**src/rtl/cpu_clock_stretcher_pkg.sv**
```systemverilog
package cpu_clock_stretcher_pkg;
  // Next-edge values of the two processor phases, from control to datapath.
  typedef struct packed {
    logic phi1Set;
    logic phi2Set;
  } phaseStrobes_t;
endpackage

```
**src/rtl/stretch_datapath.sv**
```systemverilog
module stretch_datapath
  import cpu_clock_stretcher_pkg::*;
#(
  parameter int CNT_W = 4
) (
  input  logic             clk,
  input  logic             rstN,
  input  phaseStrobes_t    strobes,
  output logic [CNT_W-1:0] cnt,
  output logic [CNT_W-1:0] cntNext,
  output logic             phi1,
  output logic             phi2,
  output logic             sysClk2,
  output logic             sysClk1
);
  localparam int TAP_FAST = CNT_W - 2;  // 2 MHz tap
  localparam int TAP_SLOW = CNT_W - 1;  // 1 MHz tap

  assign cntNext = cnt + CNT_W'(1);

  // Every clock output is a flop so nothing reaches a pin through logic.
  always_ff @(posedge clk or negedge rstN) begin
    if (!rstN) begin
      cnt     <= '0;
      phi1    <= 1'b0;
      phi2    <= 1'b0;
      sysClk2 <= 1'b0;
      sysClk1 <= 1'b0;
    end else begin
      cnt     <= cntNext;
      phi1    <= strobes.phi1Set;
      phi2    <= strobes.phi2Set;
      sysClk2 <= cntNext[TAP_FAST];
      sysClk1 <= cntNext[TAP_SLOW] ^ cntNext[TAP_FAST];
    end
  end
endmodule

```
**src/rtl/stretch_control.sv**
```systemverilog
module stretch_control
  import cpu_clock_stretcher_pkg::*;
#(
  parameter int CNT_W   = 4,
  parameter int NUM_SEL = 6
) (
  input  logic               clk,
  input  logic               rstN,
  input  logic [NUM_SEL-1:0] slowSelN,
  input  logic [CNT_W-1:0]   cntNext,
  output phaseStrobes_t      strobes
);
  localparam int PH_W = CNT_W - 1;
  localparam logic [PH_W-1:0]  PH_P2_RISE = PH_W'(1);
  localparam logic [PH_W-1:0]  PH_MID     = PH_W'(1 << (PH_W - 1));
  localparam logic [PH_W-1:0]  PH_P1_RISE = PH_MID + PH_W'(1);
  localparam logic [CNT_W-1:0] CNT_E_RISE = CNT_W'(1 << (CNT_W - 2));
  localparam logic [CNT_W-1:0] CNT_E_FALL = CNT_W'(3 << (CNT_W - 2));

  logic [PH_W-1:0] phase;
  logic slowReq;
  logic reqLatch, reqLatchNext;
  logic stretch, stretchNext;
  logic seenRise, seenRiseNext;

  assign phase   = cntNext[PH_W-1:0];
  assign slowReq = ~(&slowSelN);

  always_comb begin
    // Stretch starts with phi2 of a requested cycle and ends on the
    // 1 MHz falling edge that closes a high phase seen while stretching.
    if (phase == PH_P2_RISE && reqLatch)
      stretchNext = 1'b1;
    else if (cntNext == CNT_E_FALL && seenRise)
      stretchNext = 1'b0;
    else
      stretchNext = stretch;

    if (!stretchNext)
      seenRiseNext = 1'b0;
    else if (cntNext == CNT_E_RISE && stretch)
      seenRiseNext = 1'b1;
    else
      seenRiseNext = seenRise;

    // Request captured only on the edge that opens phi1.
    if (phase == PH_P1_RISE && !stretchNext)
      reqLatchNext = slowReq;
    else
      reqLatchNext = reqLatch;

    strobes.phi2Set = stretchNext | ((phase >= PH_P2_RISE) && (phase < PH_MID));
    strobes.phi1Set = !stretchNext && (phase > PH_MID);
  end

  always_ff @(posedge clk or negedge rstN) begin
    if (!rstN) begin
      reqLatch <= 1'b0;
      stretch  <= 1'b0;
      seenRise <= 1'b0;
    end else begin
      reqLatch <= reqLatchNext;
      stretch  <= stretchNext;
      seenRise <= seenRiseNext;
    end
  end
endmodule

```
**src/rtl/cpu_clock_stretcher.sv**
```systemverilog
module cpu_clock_stretcher
  import cpu_clock_stretcher_pkg::*;
#(
  parameter int CNT_W   = 4,
  parameter int NUM_SEL = 6
) (
  input  logic               clk,
  input  logic               rstN,
  input  logic [NUM_SEL-1:0] slowSelN,
  output logic [CNT_W-1:0]   divTaps,
  output logic               phi1,
  output logic               phi2,
  output logic               sysClk2,
  output logic               sysClk1
);
  phaseStrobes_t    strobes;
  logic [CNT_W-1:0] cntNext;

  stretch_control #(.CNT_W(CNT_W), .NUM_SEL(NUM_SEL)) u_ctrl (
    .clk      (clk),
    .rstN     (rstN),
    .slowSelN (slowSelN),
    .cntNext  (cntNext),
    .strobes  (strobes)
  );

  stretch_datapath #(.CNT_W(CNT_W)) u_dp (
    .clk     (clk),
    .rstN    (rstN),
    .strobes (strobes),
    .cnt     (divTaps),
    .cntNext (cntNext),
    .phi1    (phi1),
    .phi2    (phi2),
    .sysClk2 (sysClk2),
    .sysClk1 (sysClk1)
  );
endmodule

```
**config.mk**
```make
export PLATFORM = sky130hd
export DESIGN_NAME = cpu_clock_stretcher
export DESIGN_NICKNAME = d
export VERILOG_FILES = /design/src/rtl/cpu_clock_stretcher_pkg.sv /design/src/rtl/stretch_datapath.sv /design/src/rtl/stretch_control.sv /design/src/rtl/cpu_clock_stretcher.sv
export SDC_FILE = /design/constraint.sdc
export NUM_CORES = 1
export LEC_CHECK = 0
export ABC_CLOCK_PERIOD_IN_PS = 2029
export BUFFER_PORTS_ARGS = -buffer_cell sky130_fd_sc_hd__buf_2
export CAP_MARGIN = 20
export CORE_AREA = 2 2 39 41
export DETAILED_ROUTE_END_ITERATION = 7
export DIE_AREA = 0 0 41 43
export PLACE_DENSITY_LB_ADDON = 0.05
export SYNTH_ARGS = -nofsm -noshare
export SYNTH_HDL_FRONTEND = slang
export SYNTH_SLANG_ARGS = --single-unit
```
**constraint.sdc**
```tcl
create_clock -name clk -period 2.03 [get_ports clk]
set_input_delay 0.203 -clock clk [delete_from_list [all_inputs] [get_ports clk]]
set_output_delay 0.203 -clock clk [all_outputs]
set_load 0.005 [all_outputs]
```
### Word-level counts from Yosys, hierarchy flattened

Cells that the tools add are included.

| operators by class | value |
|---|---|
| $add $sub $neg | 1 |
| order comparisons | 3 |
| equal/unequal tests | 5 |
| multiplexer cells | 4 |
| bitwise gates (word level) | 3 |
| reduce and logical (&&, ||, !) cells | 8 |

Operators with widths:

| kind | count |
|---|---|
| $logic_and 1x1->1 | 6 |
| $reduce_and 6->1 | 1 |
| $add 4x1->4 const B | 1 |
| $eq 4x3->1 const B | 1 |
| $eq 4x4->1 const B | 1 |
| $mux 1 | 4 |
| $eq 3x1->1 const B | 1 |
| $eq 3x3->1 const B | 1 |
| $ge 3x1->1 const B | 1 |
| $gt 3x3->1 const B | 1 |
| $lt 3x3->1 const B | 1 |
| $ne 2x2->1 const B | 1 |
| $logic_not 1->1 | 1 |
| $not 1->1 | 1 |
| $or 1x1->1 | 1 |
| $xor 1x1->1 | 1 |

| word-level totals | value |
|---|---|
| register bits after elaboration | 11 |
| bits of input ports | 8 |
| output and inout bits | 8 |

### Logic depth before layout (Yosys ltp)

| depth | value |
|---|---|
| depth in word-level cells | 7 |
| mapped depth | 7 |

### Hierarchy

A second synthesis with hierarchy kept.

| second synthesis, totals | value |
|---|---|
| cell total of the unflattened synthesis | 39 |
| area, all modules | 449.2 µm² |

Modules (own cells, without submodules):

| module | times used | cells each | area an instance (µm²) |
|---|---|---|---|
| stretch_datapath | 1 | 16 | 250.2 |
| stretch_control | 1 | 23 | 198.9 |

### Worst setup path after synthesis

OpenSTA, ideal clock, no wires.

| timing | value |
|---|---|
| kind | register -> register |
| start | register u_dp.cnt[0] |
| end | register u_ctrl.reqLatch |
| library setup time | 0.128 ns |
| arrival | 1.669 ns |
| slack | 0.233 ns |
| cell stages (with the launch flop) | 8 |
| path buffers | 0 |
| period minus slack after synthesis | 1.797 ns |
| cell sequence | dfrtp_1 > ha_1 > xnor2_2 > inv_2 > ha_1 > nand3_1 > a211oi_2 > mux2_1 |

| on the way | value |
|---|---|
| cells in the longest elaborated chain, start to end | 7 |
| elaborated cells between the ends (all ways) | 10 |

Ends and longest elaborated chain:

| item | RTL line | RTL |
|---|---|---|
| start: declaration | stretch_datapath.sv:9 | `output logic [CNT_W-1:0] cnt,` |
| start signal: assignment | stretch_datapath.sv:30 | `cnt <= cntNext;` |
| $add 4x1->4 * | stretch_datapath.sv:19 | `assign cntNext = cnt + CNT_W'(1);` |
| $eq 4x4->1 | stretch_control.sv:34 | `else if (cntNext == CNT_E_FALL && seenRise)` |
| $logic_and 1x1->1 | stretch_control.sv:34 |  |
| $mux 1 | stretch_control.sv:34 |  |
| $mux 1 | stretch_control.sv:32 | `if (phase == PH_P2_RISE && reqLatch)` |
| $logic_not 1->1 | - |  |
| $logic_and 1x1->1 * | stretch_control.sv:47 | `if (phase == PH_P1_RISE && !stretchNext)` |
| end signal: assignment | stretch_control.sv:62 | `reqLatch <= reqLatchNext;` |
| end: declaration | stretch_control.sv:22 | `logic reqLatch, reqLatchNext;` |

Every way passes the cells marked *; elsewhere a longest branch is shown, timed or not.
A chain may end at the register's enable or synchronous reset.

### Final worst setup path

Ends and elaborated chain as after synthesis.

==> results.md <==
- First-pass GRT wire length: 1.407 mm
- # setup viols final: 0
- Multi-input logic area: 171.4 sq um
- Worst setup path category: reg -> reg
- Most frequent cells in the layout: 15 x buf_2, 10 x dfrtp_1, 5 x inv_1
- Syn Nets: 49
- Placement Cell Area: 546.8 sq um
- Post-synthesis register bit count: 10
- Syn Inst Count: 37
- Die H: 43 um
- Initial antenna violation count: 0
- Yosys top cell area share: 0.5540
- DRC: 0
- Vias in the first global route: 344
- GR Util All Layers: 0.1286
- CP endpoint kind: flip-flop
- Setup bufs post-CTS: 0
- Row count: 14
- Sum Neg Setup Slack: 0 ps
- Mapped Area: 451.7 sq um
- Clock-pin slew on the worst setup and hold paths: 60 ps
- Antenna diodes: 0
- Routed WL per cell: 11.14 um
- # clock sinks: 10
- GRT overflow: 0
- Fillcell total: 145
- CTS tree: done
- Die Area: 1763 sq um
- Post-CTS Resized: 0
- # placed instances: 68
- Storage element area: 250.2 sq um
- Seq/Total Area, Yosys: 0.5540
- Design area: 593.1 sq um
- Initial Util: 0.3264
- Clk Latency, worst-skew pair: 270 ps
- Port-buffer cells: 15
- Post-route ant nets: 0
- Via Count: 337
- Yosys warning count: 0
- WHS: 233.0 ps
- H-Tree Depth: 1
- RSZ-0062 raised after global routing: no
- Ports: 16
- Die width: 41 um
- First drt pass iteration count: 2
- Share of layout cells above drive strength 1: 0.4211
- Final slew viol count: 0
- Mean Syn Cell Area: 12.21 sq um
- Yosys cell types: 16
- Crit path max fanout: 5
- CP Cell Sequence: ha_1 -> xnor2_2 -> inv_2 -> ha_1 -> nand3_1 -> a211oi_2 -> mux2_1
- Top cells by area, synth: dfrtp_1 55%, ha_1 11%, nand3_1 4.4%
- Hold path depth: 3
- Worst-case reg-to-reg path depth: 7
- Tmin final: 1886 ps
- Pwr/cell area: 658.4 nW/um^2
- CTS buffer count: 3
- Root Buffer: clkbuf_4
- Largest net degree at the start of global routing: 11
- Status: finished, final reports clean
- Worst EP arrival: 2040 ps
- Nets: 70
- Worst slew pin tran: 330.3 ps
- Drt via density: 4.616
- Max Cap Viol: 0
- Critical Path Source Type: flip-flop
- Max Freq: 530.2 MHz
- P&R area growth vs syn: 31.30%
- Slowest cell on the critical path: dfrtp_1
- Slew HR: 0.7787
- CP peak stage delay: 420 ps
- Max clock buf depth: 2
- Final cell count without fillers: 73
- Peak supply drop: 0.0003788 V
- Routed WL: 813 um
- Crit path top cell by count: ha_1
- Most common cell after layout, fill and taps aside: buf_2
- Leakage power: 0.3037 nW
- Clock skew: 2.573 ps
- Final worst path period share: 0.9291
- Hold WC Path Type: in -> reg
- Area leader, netlist: dfrtp_1
- Core Area: 1384 sq um
- Post-CTS Hold Buffers: 1
- GP Congestion: 0.8038
- Critical Path RT: 2180 ps
- Hold violation count in the final report: 0
- Drt first-iter violations: 2
- Final HPWL DP: 638.1 um
[power breakdown]
group / total (W) / switching [W] / internal [W]
Sequential: 0.000200 / 0.000000350 / 0.000200
Combinational: 0.0000119 / 0.00000534 / 0.00000652
Clock: 0.000179 / 0.0000695 / 0.000109
[flip-flops by register name (all words and copies together), names as in the netlist]
signal           count
u_ctrl.reqLatch      1
u_ctrl.seenRise      1
u_ctrl.stretch       1
u_dp.cnt             4
u_dp.phi1            1
u_dp.phi2            1
u_dp.sysClk1         1
[final timing paths]
kind | startpoint | endpoint | slack, ps
worst max-delay path | u_dp.cnt[0] | u_ctrl.reqLatch | 140
worst min-delay path | slowSelN[1] | u_ctrl.reqLatch | 230
max in group asynchronous | rstN | u_ctrl.reqLatch | 1530
worst min register to register | u_ctrl.reqLatch | u_ctrl.reqLatch | 490
min in group asynchronous | rstN | u_dp.phi2 | 320
worst max register to register | u_dp.cnt[0] | u_ctrl.reqLatch | 140
[logic make-up (layout without fill, tap and decap cells)]
kind of cell,Yosys count,after routing,share of synthesized area
flip-flops,10,10,0.5540
AND/OR/NAND/NOR,9,9,0.1025
buffers and inverters,7,27,0.06648
adder cells (fa/ha/maj),4,4,0.1108
AO/OA/AOI/OAI,4,4,0.08586
XOR/XNOR,2,2,0.05541
multiplexers,1,1,0.02493
[layer usage]
metal  global-route usage  part of all wire  vias to the layer above
met1               0.1390              0.39                      158
met5                    0                 0                        -
met3              0.03141             0.090                        4
met4               0.1400             0.052                        0
li1                     -                 -                      163
met2               0.1813              0.46                       12
[cells in the mapped netlist, drive strengths merged]
master  count
nor3        2
and4        1
a211oi      1
nand3       4
mux2        1
o21ai       1
a221oi      1
xnor2       2
buf         1
nand2       2
a31oi       1
dfrtp      10
inv         6
ha          4
[area by class of cell]
class                           instances  share of cell area
Tap cell                               16             0.03376
Sequential cell                        10              0.4219
Timing Repair Buffer                   17              0.1561
Inverter                                6             0.03797
Multi-Input combinational cell         20              0.2890
Clock buffer                            4             0.06118
[through the flow]
step	setup WS, ps	util	power, W
2_1_floorplan	233.4	-	0.0002048
3_3_place_gp	177.1	0.3951	0.0002144
3_5_place_dp	147.4	0.3951	0.0002148
4_1_cts	133.3	0.4286	0.0003942
5_1_grt	56.57	0.4286	0.0004055
6_report	143.9	0.4286	0.0003905
[critical path, delay by kind of cell (launching register included)]
family | cells | cell delay [ps]
xor+xnor | 1 | 320
buf+inv | 1 | 80
flops | 1 | 420
mux | 1 | 310
compound gates | 1 | 80
simple gates | 1 | 110
fa+ha+maj | 2 | 450
(Power assumes the default switching activity.)
